**src/rtl/nvm_prog_pkg.sv**
```systemverilog
// Shared definitions for the programming port.
// Assumes a four-lane grouped write, indexed by address bits 1:0.
package nvm_prog_pkg;
    typedef enum logic [1:0] {
        SEL_NONE = 2'b00,
        SEL_LO   = 2'b01,
        SEL_HI   = 2'b10,
        SEL_DATA = 2'b11
    } lsel_e;

    localparam int LANES  = 4;
    localparam int LANE_W = 8;
endpackage

```
**src/rtl/nvm_addr_latch.sv**
```systemverilog
// Upper and lower address byte registers.
// Each loads from the bus while its enable is high. Both hold otherwise.
// Assumes the caller gates the enables (mode, strobe, busy).
module nvm_addr_latch (
    input  logic       clk,
    input  logic       rst_n,
    input  logic       ld_lo,
    input  logic       ld_hi,
    input  logic [7:0] din,
    output logic [7:0] lo_q,
    output logic [7:0] hi_q
);
    // Lower address byte: follow the bus while enabled.
    always_ff @(posedge clk) begin
        if (!rst_n)     lo_q <= '0;
        else if (ld_lo) lo_q <= din;
    end

    // Upper address byte: follow the bus while enabled, hold across operations.
    always_ff @(posedge clk) begin
        if (!rst_n)     hi_q <= '0;
        else if (ld_hi) hi_q <= din;
    end
endmodule

```
**src/rtl/nvm_data_latch.sv**
```systemverilog
// Four data lane registers. The lane picked by idx loads din when ld is high.
// Assumes at most one lane is loaded per cycle.
module nvm_data_latch
    import nvm_prog_pkg::*;
#(
    parameter int NLANE = LANES,
    localparam int IDX_W = $clog2(NLANE)
) (
    input  logic                    clk,
    input  logic                    rst_n,
    input  logic                    ld,
    input  logic [IDX_W-1:0]        idx,
    input  logic [LANE_W-1:0]       din,
    output logic [NLANE*LANE_W-1:0] lanes_q
);
    for (genvar g = 0; g < NLANE; g++) begin : g_lane
        // One lane: load when selected.
        always_ff @(posedge clk) begin
            if (!rst_n)
                lanes_q[g*LANE_W +: LANE_W] <= '0;
            else if (ld && (idx == IDX_W'(g)))
                lanes_q[g*LANE_W +: LANE_W] <= din;
        end
    end
endmodule

```
**src/rtl/nvm_pulse_timer.sv**
```systemverilog
// Program pulse timer. A start makes busy high for PULSE_CYC cycles.
// done marks the last busy cycle. Assumes start only arrives while idle.
module nvm_pulse_timer #(
    parameter int PULSE_CYC = 20000,
    localparam int CNT_W = $clog2(PULSE_CYC + 1)
) (
    input  logic clk,
    input  logic rst_n,
    input  logic start,
    output logic busy,
    output logic done
);
    logic [CNT_W-1:0] cnt_q;

    // Load the count on start, then count down to zero and release busy.
    always_ff @(posedge clk) begin
        if (!rst_n) begin
            busy  <= 1'b0;
            cnt_q <= '0;
        end else if (!busy && start) begin
            busy  <= 1'b1;
            cnt_q <= CNT_W'(PULSE_CYC - 1);
        end else if (busy) begin
            if (cnt_q == '0) busy <= 1'b0;
            else             cnt_q <= cnt_q - 1'b1;
        end
    end

    // Last busy cycle.
    always_comb done = busy && (cnt_q == '0);

    // busy only drops after the count has run out.
    a_r11_full_pulse: assert property (@(posedge clk) disable iff (!rst_n)
        $fell(busy) |-> $past(cnt_q == '0));

    // a start never lands on a running pulse.
    a_r9_no_restart: assert property (@(posedge clk) disable iff (!rst_n)
        start |-> !busy);
endmodule

```
**src/rtl/nvm_prog_port.sv**
```systemverilog
// Programming port top.
// Decodes register loads from lsel/rd_stb, detects the wr_en_n falling step,
// launches the pulse timer and registers verify data toward the bus.
// Assumes 9 <= ADDR_W <= 15: the lower byte is address bits 7:0, and upper bit
// ADDR_W-8 marks the extra rows.
module nvm_prog_port
    import nvm_prog_pkg::*;
#(
    parameter int ADDR_W    = 15,
    parameter int PULSE_CYC = 20000,
    localparam int HI_USED  = ADDR_W - 8,
    localparam int WADDR_W  = ADDR_W - 2
) (
    input  logic                     clk,
    input  logic                     rst_n,
    input  logic                     prog_mode,
    input  logic                     grp_n,
    input  logic [1:0]               lsel,
    input  logic                     rd_stb,
    input  logic                     wr_en_n,
    input  logic [7:0]               bus_in,
    output logic [7:0]               bus_out,
    output logic                     bus_oe,
    output logic                     busy,
    output logic [ADDR_W-1:0]        mem_rd_addr,
    input  logic [7:0]               mem_rd_data,
    output logic                     mem_wr,
    output logic [WADDR_W-1:0]       mem_wr_addr,
    output logic [LANES*LANE_W-1:0]  mem_wr_data,
    output logic [LANES-1:0]         mem_wr_be
);
    logic [7:0]         lo_q, hi_q;
    logic               quad, ld_ok, ld_lo, ld_hi, ld_dq, dl_ld;
    logic               we_q, we_fall, extra, start, verify;
    logic [LANES-1:0]   be_q;
    logic [WADDR_W-1:0] waddr_q;

    // Load enables and mode decode.
    always_comb begin
        quad   = prog_mode && !grp_n;
        ld_ok  = prog_mode && rd_stb && !busy;
        ld_lo  = ld_ok && (lsel == SEL_LO);
        ld_hi  = ld_ok && (lsel == SEL_HI);
        ld_dq  = ld_ok && (lsel == SEL_DATA) && quad;
        extra  = hi_q[HI_USED];
        start  = we_fall && prog_mode && !busy && !extra;
        dl_ld  = ld_dq || (start && !quad);
        verify = prog_mode && wr_en_n && rd_stb && (lsel == SEL_NONE) && !busy;
    end

    // Previous write enable level, for falling-step detection.
    always_ff @(posedge clk) begin
        if (!rst_n) we_q <= 1'b1;
        else        we_q <= wr_en_n;
    end

    always_comb we_fall = we_q && !wr_en_n;

    nvm_addr_latch u_addr (
        .clk   (clk),
        .rst_n (rst_n),
        .ld_lo (ld_lo),
        .ld_hi (ld_hi),
        .din   (bus_in),
        .lo_q  (lo_q),
        .hi_q  (hi_q)
    );

    nvm_data_latch #(.NLANE(LANES)) u_data (
        .clk     (clk),
        .rst_n   (rst_n),
        .ld      (dl_ld),
        .idx     (lo_q[1:0]),
        .din     (bus_in),
        .lanes_q (mem_wr_data)
    );

    nvm_pulse_timer #(.PULSE_CYC(PULSE_CYC)) u_timer (
        .clk   (clk),
        .rst_n (rst_n),
        .start (start),
        .busy  (busy),
        .done  (mem_wr)
    );

    // Capture the lane enables and word address of the pulse being started.
    always_ff @(posedge clk) begin
        if (!rst_n) begin
            be_q    <= '0;
            waddr_q <= '0;
        end else if (start) begin
            be_q    <= quad ? {LANES{1'b1}} : (LANES'(1) << lo_q[1:0]);
            waddr_q <= {hi_q[HI_USED-1:0], lo_q[7:2]};
        end
    end

    always_comb begin
        mem_wr_be   = be_q;
        mem_wr_addr = waddr_q;
        mem_rd_addr = {hi_q[HI_USED-1:0], lo_q};
    end

    // Registered verify drive toward the bus.
    always_ff @(posedge clk) begin
        if (!rst_n) begin
            bus_oe  <= 1'b0;
            bus_out <= '0;
        end else begin
            bus_oe  <= verify;
            bus_out <= verify ? mem_rd_data : '0;
        end
    end

    // a pulse begins only after a sampled falling step in program mode.
    a_r4_start_cause: assert property (@(posedge clk) disable iff (!rst_n)
        $rose(busy) |-> $past(!we_q ? 1'b0 : (!wr_en_n && prog_mode)));

    // address registers hold while a pulse runs.
    a_r9_addr_hold: assert property (@(posedge clk) disable iff (!rst_n)
        (busy && $past(busy)) |-> ($stable(hi_q) && $stable(lo_q)));

    // no pulse is started from the extra rows.
    a_r10_no_extra: assert property (@(posedge clk) disable iff (!rst_n)
        $rose(busy) |-> !$past(hi_q[HI_USED]));

    // a commit enables one lane or all four.
    a_r7_lane_shape: assert property (@(posedge clk) disable iff (!rst_n)
        mem_wr |-> (($countones(mem_wr_be) == 1) || (mem_wr_be == {LANES{1'b1}})));

    // the bus is never driven in a cycle that follows a busy cycle's request.
    a_r5_no_drive_busy: assert property (@(posedge clk) disable iff (!rst_n)
        bus_oe |-> $past(!busy && prog_mode));
endmodule

```
**config.mk**
```make
export PLATFORM = sky130hd
export DESIGN_NAME = nvm_prog_port
export DESIGN_NICKNAME = d
export VERILOG_FILES = /design/src/rtl/nvm_prog_pkg.sv /design/src/rtl/nvm_addr_latch.sv /design/src/rtl/nvm_data_latch.sv /design/src/rtl/nvm_pulse_timer.sv /design/src/rtl/nvm_prog_port.sv
export SDC_FILE = /design/constraint.sdc
export NUM_CORES = 1
export LEC_CHECK = 0
export CORE_ASPECT_RATIO = 1.4
export CORE_MARGIN = 3
export CORE_UTILIZATION = 48
export DETAILED_ROUTE_END_ITERATION = 8
export GPL_TIMING_DRIVEN = 0
export PLACE_DENSITY_LB_ADDON = 0.1
export SETUP_SLACK_MARGIN = 0.2
export SLEW_MARGIN = 20
export SYNTH_ARGS = -nofsm -noshare
export SYNTH_HDL_FRONTEND = slang
export SYNTH_HIERARCHICAL = 1
export SYNTH_SLANG_ARGS = --single-unit
```
**constraint.sdc**
```tcl
create_clock -name clk -period 2.1 [get_ports clk]
set_input_delay 0.21 -clock clk [delete_from_list [all_inputs] [get_ports clk]]
set_output_delay 0.21 -clock clk [all_outputs]
set_load 0.05 [all_outputs]
```
# Yosys cells after proc, flatten, opt, wreduce, memory -nomap -nowiden
# Index checks and enable logic that the tools add are counted.
# word_totals
in_bits,24
output_inout_bits,75
elab_cells,68
register_bits,91
# op_classes
shifts,1
bitwise_logic,2
n_addsub,1
n_reduce_logical,36
eq_ne,7
mux,7
# op_table
operator,count
15-bit two-way mux,3
1-bit logical AND,22
15-bit logical NOT,1
15-bit by 1-bit subtractor with 15-bit output (second input constant),1
2-bit equality test (second input constant),4
2-bit AND reduction,3
1-bit logical NOT,5
2-bit by 1-bit equality test with 1-bit output (second input constant),2
2-bit logical NOT,2
4-bit two-way mux,1
1-bit by 2-bit << shifter with 4-bit output (first input constant),1
1-bit two-way mux,3
2-bit by 1-bit inequality test with 1-bit output (second input constant),1
1-bit NOT,2
2-bit nonzero test,1
2-bit OR reduction,1
1-bit logical OR,1

# Depth between registers and ports, before layout
# Gate-level depths: netlist of run 1.
# logic_depth
word_depth,8
depth_mapped,7
mapped_depth_nobuf,6

# Hierarchy
# The synthesis of run 1 kept the hierarchy.
# by_module_without_submodules
module,area_each_um2,cells_each,n_inst,seq_area_each_um2
nvm_data_latch,1177.4,115,1,640.6
nvm_prog_port,992.2,107,1,540.5
nvm_pulse_timer,888.4,99,1,320.3
nvm_addr_latch,608.1,51,1,320.3

# Worst setup path after synthesis of run 1
# Ideal clock, no wire load.
# synth_path
path_type,reg-to-reg
from,reg u_timer.busy
to,reg u_data.lanes_q[0]
t_required_ns,1.980
path_buffers,1
t_arrival_ns,1.914
synth_period_minus_slack_ns,2.034
slack_ns,0.066
setup_ns,0.120
stages_incl_launch_ff,7
path_cell_list,dfxtp_1 > nand4bb_1 > nor2_2 > a21o_1 > or3b_1 > buf_6 > mux2i_1
# synth_between
elab_chain_cells,6
word_cells_on_any_way,9
classes_between,reduce/logical: 9
# synth_lines
item,line,rtl
from (decl),nvm_pulse_timer.sv:10,"output logic busy,"
from (signal assigned),nvm_pulse_timer.sv:18,busy <= 1'b0;
from (signal assigned),nvm_pulse_timer.sv:21,busy <= 1'b1;
from (signal assigned),nvm_pulse_timer.sv:24,if (cnt_q == '0) busy <= 1'b0;
1-bit logical NOT,nvm_prog_port.sv:46,start = we_fall && prog_mode && !busy && !extra;
1-bit logical AND (2 in a row),nvm_prog_port.sv:46,
via start,nvm_prog_port.sv:34,"logic we_q, we_fall, extra, start, verify;"
1-bit logical AND,nvm_prog_port.sv:47,dl_ld = ld_dq || (start && !quad);
1-bit logical OR,nvm_prog_port.sv:47,
via dl_ld,nvm_prog_port.sv:33,"logic quad, ld_ok, ld_lo, ld_hi, ld_dq, dl_ld;"
1-bit logical AND,nvm_data_latch.sv:21,else if (ld && (idx == IDX_W'(g)))
"to (signal, indexed assignment)",nvm_data_latch.sv:22,lanes_q[g*LANE_W +: LANE_W] <= din;
to (decl),nvm_data_latch.sv:14,output logic [NLANE*LANE_W-1:0] lanes_q
# The timed path passes the listed nets, and every way through them passes these cells.
# A chain may end at the register's enable or synchronous reset.

# Final worst setup path of run 1
# layout_path
from,reg u_timer.cnt_q[3]
to,out mem_wr
# layout_between
elab_chain_cells,2
# layout_lines
item,line,rtl
from (decl),nvm_pulse_timer.sv:13,logic [CNT_W-1:0] cnt_q;
from (signal assigned),nvm_pulse_timer.sv:22,cnt_q <= CNT_W'(PULSE_CYC - 1);
from (signal assigned),nvm_pulse_timer.sv:25,else cnt_q <= cnt_q - 1'b1;
15-bit logical NOT,nvm_pulse_timer.sv:30,always_comb done = busy && (cnt_q == '0);
1-bit logical AND,nvm_pulse_timer.sv:30,
to (decl),nvm_prog_port.sv:27,"output logic mem_wr,"
# No other way between the ends.

==> impl_table.tex, run 1 <==
\begin{tabular}{lr}
\hline
Metric & Value \\
\hline
\multicolumn{2}{l}{\textbf{Clocking}} \\
Master cell of the clock root buffer & clkbuf\_8 \\
TritonCTS Buffers & 9 \\
Clock edge transition at the registers on the reported setup and hold paths & 0.09 ns \\
CTS sink count & 91 \\
Count of H-tree levels built during CTS & 3 \\
Max clock buf depth & 2 \\
Clock latency on the worst-skew pair & 0.36 ns \\
TritonCTS clock tree & yes \\
\multicolumn{2}{l}{\textbf{Yosys}} \\
Synthesized area per cell & 9.85 um\^{}2 \\
Yosys warnings & 6 \\
Portion of synthesized cell area occupied by the leading cell type & 49.7\% \\
Synthesized area & 3670 um\^{}2 \\
Proportion of register bits with asynchronous set or reset after synthesis & 0\% \\
Cell count after synthesis & 372 \\
Number of enable flip-flop cells after synthesis & 0 \\
Main area contributors after synthesis & dfxtp\_1 50\%, mux2i\_1 14\%, nand2\_1 5.2\% \\
Seq cells post-synth & 91 \\
Post-synthesis net count & 397 \\
Seq/Total Area, Yosys & 49.7\% \\
Most frequent cell after synthesis & dfxtp\_1 \\
Unique cell type count in the Yosys netlist & 47 \\
Most used flip-flop cell after synthesis & dfxtp\_1 \\
Post-synthesis cell type with the largest combined area & dfxtp\_1 \\
Post-synth top cells & 91 x dfxtp\_1, 51 x nand2\_1, 50 x mux2i\_1 \\
\multicolumn{2}{l}{\textbf{Critical path}} \\
R2R Path End & u\_timer/cnt\_q[8]\$\_SDFFE\_PP0P\_ \\
Type of the worst setup path & flip-flop to output pin \\
Cell-by-cell trace of the critical path & or4\_4 -> nor4\_4 -> and4\_1 -> buf\_6 \\
Worst Path Arrival & 1.78 ns \\
Worst-path maximum fanout & 2 \\
Type of element capturing the critical path & output pin \\
Largest stage delay on the critical path & 0.53 ns \\
Worst setup SP type & flip-flop \\
Minimum setup slack among reg-to-reg paths & 0.29 ns \\
Count of cells along the worst register-to-register path & 6 \\
Reg2Reg Launch Point & u\_timer/cnt\_q[1]\$\_SDFFE\_PN0P\_ \\
Highest-delay cell along the critical path & or4\_4 \\
Top delay family on crit path & simple AND/OR/NAND/NOR gates \\
Worst path buffer plus inverter count & 1 \\
Endpoint required time on the critical path & 1.89 ns \\
\multicolumn{2}{l}{\textbf{Cells and area}} \\
Area delta synth->final & 39.1\% \\
Nets & 516 \\
\# diodes & 0 \\
Fraction of layout instances using a drive strength above 1 & 11.9\% \\
\multicolumn{2}{l}{\textbf{Route}} \\
Number of nets with antenna violations after routing & 0 \\
Number of optimization iterations in the first detailed-route pass & 4 \\
Vias per cell & 5.38 \\
WL final & 9.26 mm \\
Number of DRC violations after detailed routing & 0 \\
Post-detailed-route wirelength per cell & 15.6 um \\
Initial drt markers & 208 \\
Via count & 3,187 \\
\multicolumn{2}{l}{\textbf{Worst hold path}} \\
Hold Path Depth & 2 \\
Hold path endpoint & bus\_out[6]\$\_SDFF\_PN0\_ \\
Class of the tightest hold or removal check & primary input to flip-flop \\
Worst min-delay path startpoint & mem\_rd\_data[6] \\
\multicolumn{2}{l}{\textbf{Place}} \\
Hpwl dp & 6.83 mm \\
Port Buffers & 98 \\
Global placer's final weighted congestion & 0.831 \\
\multicolumn{2}{l}{\textbf{STA}} \\
Final critical delay including setup and external delays & 1.99 ns \\
Count of endpoints failing hold in the final timing report & 0 \\
Final TNS setup & 0 ns \\
Pins Over Slew Limit & 0 \\
Worst Clk Skew & 0.0135 ns \\
Max-slew headroom at the worst pin & 45.6\% \\
Setup repair after global routing missed its margin & yes \\
Slew of the pin with the lowest slew margin & 0.813 ns \\
Top achievable clock speed & 0.503 GHz \\
Portion of the clock cycle consumed by the worst path in the final layout & 94.6\% \\
Hold\_ws & 0.397 ns \\
Number of setup violations in the final report & 0 \\
\multicolumn{2}{l}{\textbf{Global route}} \\
Remaining Overflow, GRT & 0 \\
Global-route wire length before repair & 14.5 mm \\
Routing usage on met2 & 38.8\% \\
Layer with the highest usage after global routing & met2 \\
GRT Util Overall & 21.5\% \\
Number of antenna violations at the first check in global routing & 0 \\
Via count of the first global-routing pass & 2,998 \\
Largest net degree at the start of global routing & 24 \\
Met1 track utilization from global routing & 25.0\% \\
Global Route met3 Usage & 4.26\% \\
\multicolumn{2}{l}{\textbf{Die}} \\
Height of the chip & 109 um \\
Core outline area & 7410 um\^{}2 \\
Overall die area & 8740 um\^{}2 \\
Die outline width & 79.9 um \\
Number of top-level design ports & 99 \\
Total number of placement rows & 37 \\
Initial core utilization & 49.5\% \\
\multicolumn{2}{l}{\textbf{Flow run}} \\
Max-Cap Viols & 0 \\
\multicolumn{2}{l}{\textbf{Outcome}} \\
Result of the run & finished clean \\
\multicolumn{2}{l}{\textbf{Power}} \\
Worst-case vdd ir drop & 0.000505 V \\
Leakage power total & 1.91 nW \\
Power density over cell area & 696 nW/um\^{}2 \\
\hline
\end{tabular}
[through the flow]
step | std cells | instance area [um^2] | worst slack, ns | power (W) | util (%)
floorplan | 372 | 3690 | 0.271 | 0.00225 | -
global placement | 567 | 4790 | -0.344 | 0.00243 | 64.7
detailed placement | 567 | 4790 | -0.407 | 0.00245 | 64.7
CTS | 587 | 5030 | 0.0824 | 0.00353 | 67.9
global route | 592 | 5100 | 0.0535 | 0.00369 | 68.9
finish | 592 | 5100 | 0.114 | 0.00355 | 68.9
[worst register-to-register path, stage by stage (launching register included)]
cell     delay (ns)
dfxtp_2        0.33
inv_1          0.12
ha_4           0.17
nand2_1        0.08
or3_1          0.40
or4_4          0.51
a21oi_2        0.14
[kinds of logic after synthesis]
group | after synthesis | share of synthesized area, %
DFF | 91 | 49.7
muxes | 50 | 13.7
buffers and inverters | 25 | 3.55
adders and majority gates | 1 | 0.341
AOI/OAI and AO/OA | 60 | 10.2
and+or+nand+nor | 145 | 22.6
[layer usage]
metal | up-vias | part of all wire [%] | routed length, um
met1 | 1518 | 40 | 3720
met4 | 0 | 1.4 | 125
met3 | 13 | 4.9 | 449
met5 | - | 0 | 0
li1 | 1568 | - | -
met2 | 88 | 54 | 4960
[how the worst max path moves through the flow]
stage	from	slack, ns	cells past startpoint	endpoint
4_1_cts	u_timer/cnt_q[3]$_SDFFE_PN0P_	0.08	4	mem_wr
2_1_floorplan	u_timer/cnt_q[2]$_SDFFE_PN0P_	0.27	3	mem_wr
6_report	u_timer/cnt_q[3]$_SDFFE_PN0P_	0.11	4	mem_wr
5_1_grt	u_timer/cnt_q[3]$_SDFFE_PN0P_	0.05	4	mem_wr
3_3_place_gp	u_timer/cnt_q[2]$_SDFFE_PN0P_	-0.34	4	mem_wr
3_5_place_dp	u_timer/cnt_q[2]$_SDFFE_PN0P_	-0.41	4	mem_wr
[cell usage in the layout, fill, tap and decap left out, types with 4 or more instances in the layout]
cell | synthesis | routed
a21oi_1 | 26 | 24
a311oi_1 | 6 | 6
and2_1 | 10 | 10
buf_2 | 5 | 5
buf_4 | 0 | 10
buf_6 | 4 | 5
clkbuf_1 | 9 | 10
clkbuf_8 | 0 | 9
clkdlybuf4s50_1 | 0 | 95
dfxtp_1 | 91 | 85
dfxtp_2 | 0 | 4
inv_1 | 7 | 7
mux2i_1 | 50 | 50
nand2_1 | 51 | 51
nand2b_1 | 6 | 6
nand3_1 | 13 | 12
nor2_1 | 6 | 6
nor2b_1 | 17 | 17
nor3_1 | 6 | 6
o21ai_0 | 11 | 11
o31ai_1 | 7 | 7
or4_1 | 7 | 5
[flip-flops by register name (all words and copies together) (netlist names)]
name,flops
we_q,1
u_addr/lo_q,8
u_data/lanes_q,32
bus_oe,1
mem_wr_addr,13
u_timer/cnt_q,15
bus_out,8
mem_wr_be,4
u_addr/hi_q,8
u_timer/busy,1
[where the power goes]
group,switching (W),internal (W),leakage (nW),total (W)
combinational,0.000371,0.000292,1.10,0.000662
sequential,0.0000579,0.00178,0.740,0.00184
clock,0.000619,0.000430,0.0750,0.00105
[area by class of cell]
type	count	area, um^2
tap	97	121
clock inverter	5	40.0
buffer	18	104
clock buffer	10	128
inverter	7	26.3
timing repair buffer	108	1050
fill	647	2310
multi-input combinational	256	1790
sequential	91	1830
[repair_timing]
action                                  CTS  global route
resized for setup                        21             5
buffers inserted                          5             5
pin swaps                                 3             2
hold buffers                              0             0
gates cloned                              0             0
endpoints found under the setup margin   20            26
Note: power is estimated with default switching activity, not from simulation.
==> run 2, diff against run 1 <==
--- a/config.mk
+++ b/config.mk
@@ -5,6 +5,7 @@
 export SDC_FILE = /design/constraint.sdc
 export NUM_CORES = 1
 export LEC_CHECK = 0
+export CAP_MARGIN = 20
 export CORE_ASPECT_RATIO = 1.4
 export CORE_MARGIN = 3
 export CORE_UTILIZATION = 48
@@ -12,6 +13,7 @@
 export GPL_TIMING_DRIVEN = 0
 export PLACE_DENSITY_LB_ADDON = 0.1
 export SETUP_SLACK_MARGIN = 0.2
+export SKIP_LAST_GASP = 1
 export SLEW_MARGIN = 20
 export SYNTH_ARGS = -nofsm -noshare
 export SYNTH_HDL_FRONTEND = slang
==> results of run 2 <==
No change in the layout: final DEF, timing and power equal those of run 1.
==> run 3, diff against run 2 <==
--- a/config.mk
+++ b/config.mk
@@ -5,10 +5,10 @@
 export SDC_FILE = /design/constraint.sdc
 export NUM_CORES = 1
 export LEC_CHECK = 0
-export CAP_MARGIN = 20
 export CORE_ASPECT_RATIO = 1.4
 export CORE_MARGIN = 3
-export CORE_UTILIZATION = 48
+export CORE_UTILIZATION = 45
+export CTS_BUF_LIST = sky130_fd_sc_hd__clkbuf_2 sky130_fd_sc_hd__clkbuf_4 sky130_fd_sc_hd__clkbuf_8
 export DETAILED_ROUTE_END_ITERATION = 8
 export GPL_TIMING_DRIVEN = 0
 export PLACE_DENSITY_LB_ADDON = 0.1
==> constraint.sdc (replaced) <==
create_clock -name clk -period 1.8 [get_ports clk]
set_input_delay 0.18 -clock clk [delete_from_list [all_inputs] [get_ports clk]]
set_output_delay 0.18 -clock clk [all_outputs]
set_load 0.05 [all_outputs]
==> run 3 against run 2 <==
  * The run now ends with setup timing left
  * Clock-buffer cell count rose by 4
  * Critical path depth did not move
  * Global-route usage rose by 0.053 points
  * Die area rose by 6.2%
  * Sequential share of layout area fell by 0.88 points
  * Design area rose by 3.4%
  * Via count rose by 1.0%
  * Power rose by 29%
  * Critical path type unchanged
  * Largest power group unchanged
==> impl_table.tex, run 3 (synthesized netlist as in run 1, its figures left out) <==
\begin{tabular}{lr}
\hline
Metric & Value \\
\hline
\multicolumn{2}{l}{\textbf{Die}} \\
Height of the chip & 113 um (+3.1\%) \\
Overall die area & 9280 um\^{}2 (+6.2\%) \\
Number of top-level design ports & 99 (unchanged) \\
Total number of placement rows & 38 (+2.7\%) \\
Core outline area & 7850 um\^{}2 (+5.9\%) \\
Initial core utilization & 46.7\% (-2.8 points) \\
Die outline width & 82.3 um (+3.0\%) \\
\multicolumn{2}{l}{\textbf{Critical path}} \\
Cell-by-cell trace of the critical path & or4\_4 -> nor4\_4 -> and4\_4 -> buf\_8 \\
Worst-path maximum fanout & 4 (+2) \\
Top delay family on crit path & simple AND/OR/NAND/NOR gates \\
Worst path buffer plus inverter count & 1 (unchanged) \\
Minimum setup slack among reg-to-reg paths & -0.02 ns (-0.31 ns) \\
Type of element capturing the critical path & output pin \\
Highest-delay cell along the critical path & or4\_4 \\
Largest stage delay on the critical path & 0.55 ns (+0.02 ns) \\
Worst Path Arrival & 1.83 ns (+0.05 ns) \\
Endpoint required time on the critical path & 1.62 ns (-0.27 ns) \\
Type of the worst setup path & flip-flop to output pin \\
Worst setup SP type & flip-flop \\
\multicolumn{2}{l}{\textbf{STA}} \\
Pins Over Slew Limit & 0 (unchanged) \\
Final setup slack of the worst path & -0.211 ns (-0.325 ns) \\
Slew of the pin with the lowest slew margin & 0.830 ns (+0.0163 ns) \\
Number of setup violations in the final report & 4 (+4) \\
Top achievable clock speed & 0.497 GHz \\
Count of endpoints failing hold in the final timing report & 0 (unchanged) \\
Max-slew headroom at the worst pin & 44.7\% (-0.92 points) \\
Final critical delay including setup and external delays & 2.01 ns \\
Hold\_ws & 0.367 ns (-0.0297 ns) \\
Portion of the clock cycle consumed by the worst path in the final layout & 112\% \\
Worst Clk Skew & 0.00517 ns (-0.00837 ns) \\
Setup repair after global routing missed its margin & yes \\
\multicolumn{2}{l}{\textbf{Place}} \\
Global placer's final weighted congestion & 0.921 (+11\%) \\
Hpwl dp & 6.95 mm (+1.7\%) \\
Pre-CTS WS & -0.576 ns (-0.169 ns) \\
Port Buffers & 98 (unchanged) \\
\multicolumn{2}{l}{\textbf{Cells and area}} \\
Nets & 529 (+2.5\%) \\
Area delta synth->final & 43.8\% \\
Fraction of layout instances using a drive strength above 1 & 18.1\% (+6.2 points) \\
Flip-flop count of the largest register, all copies and words added & 32 (unchanged) \\
Layout filler cell count & 668 (+3.2\%) \\
Most frequent cells in the layout & 81 x dfxtp\_1, 74 x dlygate4sd2\_1, 50 x nand2\_1, 50 x mux2i\_1, 23 x a21oi\_1 \\
\# diodes & 0 (unchanged) \\
Largest register by flop count & u\_data/lanes\_q \\
Leading cell type in the layout, fill and taps excluded & dfxtp\_1 \\
\multicolumn{2}{l}{\textbf{Clocking}} \\
CTS sink count & 91 (unchanged) \\
Master cell of the clock root buffer & clkbuf\_8 \\
Max clock buf depth & 2 (unchanged) \\
Clock edge transition at the registers on the reported setup and hold paths & 0.08 ns (about the same) \\
TritonCTS clock tree & yes \\
Cts-stage hold buffer count & 0 (unchanged) \\
Clock latency on the worst-skew pair & 0.37 ns (about the same) \\
Count of H-tree levels built during CTS & 3 (unchanged) \\
TritonCTS Buffers & 9 (unchanged) \\
\multicolumn{2}{l}{\textbf{Global route}} \\
GRT Util Overall & 21.6\% (+0.053 points) \\
Via count of the first global-routing pass & 3,060 (+2.1\%) \\
Remaining Overflow, GRT & 0 (unchanged) \\
Global-route wire length before repair & 15.4 mm (+6.6\%) \\
Number of antenna violations at the first check in global routing & 0 (unchanged) \\
Largest net degree at the start of global routing & 24 (unchanged) \\
\multicolumn{2}{l}{\textbf{Power}} \\
Power density over cell area & 869 nW/um\^{}2 (+25\%) \\
Worst-case vdd ir drop & 0.000553 V (+9.6\%) \\
Leakage power total & 2.38 nW (+25\%) \\
\multicolumn{2}{l}{\textbf{Outcome}} \\
Result of the run & finished with violations \\
Violations in the final reports & setup timing \\
\multicolumn{2}{l}{\textbf{Route}} \\
Post-detailed-route wirelength per cell & 16.0 um (+2.3\%) \\
Initial drt markers & 163 (-22\%) \\
Via count & 3,220 (+1.0\%) \\
WL final & 9.74 mm (+5.2\%) \\
Number of nets with antenna violations after routing & 0 (unchanged) \\
Vias per cell & 5.29 (-1.8\%) \\
Number of DRC violations after detailed routing & 0 (unchanged) \\
Number of optimization iterations in the first detailed-route pass & 4 (unchanged) \\
\multicolumn{2}{l}{\textbf{Worst hold path}} \\
Class of the tightest hold or removal check & primary input to flip-flop \\
\multicolumn{2}{l}{\textbf{Flow run}} \\
Max-Cap Viols & 0 (unchanged) \\
\hline
\end{tabular}
run 3: where the power goes:
| group | total (W) | internal, W | switching, W |
|---|---|---|---|
| registers | 0.00215 | 0.00208 | 0.0000741 |
| logic | 0.000891 | 0.000418 | 0.000473 |
| clock network | 0.00153 | 0.000837 | 0.000698 |
| total | 0.00458 | 0.00333 | 0.00125 |
run 3: final cells by class:
cell class                 count  area (um^2)  area share (%)
sequential                    91         1850            35.1
clock inverter                 2         38.8           0.736
buffer                        18          116            2.21
tap                          100          125            2.37
multi-input combinational    256         1850            35.0
clock buffer                  14          193            3.66
inverter                       7         28.8           0.546
timing repair buffer         121         1070            20.4
run 3: per-layer routing:
metal  GRT usage, %  part of all wire, %  wire, um
met5              0                    0         0
met4           9.76                  2.1       204
met1           25.7                   40      3900
met2           36.5                   52      5100
met3           4.30                  5.5       538
run 3: worst paths after layout:
check	depth (start not counted)	endpoint	start
worst max-delay path	4	mem_wr	u_timer/cnt_q[14]$_SDFFE_PN0P_
worst min-delay path	2	bus_out[5]$_SDFF_PN0_	mem_rd_data[5]
worst max register to register	5	u_timer/cnt_q[4]$_SDFFE_PN0P_	u_timer/cnt_q[10]$_SDFFE_PN0P_
worst min register to register	2	u_data/lanes_q[13]$_SDFFE_PN0P_	u_data/lanes_q[13]$_SDFFE_PN0P_
run 3: what timing repair did:
action / CTS / global route
pin swaps: 8 / 6
buffers inserted: 17 / 5
gates cloned: 1 / 0
endpoints found under the setup margin: 132 / 48
resized for setup: 106 / 19
run 3: stage by stage:
| stage | TNS, ns | util [%] | area (um^2) | std cells | total power, W |
|---|---|---|---|---|---|
| after CTS | -0.196 | 66.0 | 5180 | 604 | 0.00452 |
| final | -0.256 | 67.2 | 5270 | 609 | 0.00458 |
| after global routing | -1.23 | 67.2 | 5270 | 609 | 0.00477 |
| after detailed placement | -21.76 | 61.6 | 4830 | 570 | 0.00288 |
| after global placement | -19.83 | 61.6 | 4830 | 570 | 0.00287 |
| after floorplan | 0 | - | 3730 | 372 | 0.00265 |
run 3: worst register-to-register path, stage by stage (launching register included):
cell and delay, ns:
dfxtp_1 0.40, nor4_1 0.48, nand4_1 0.29, buf_4 0.24, a211oi_1 0.21, a311oi_1 0.08
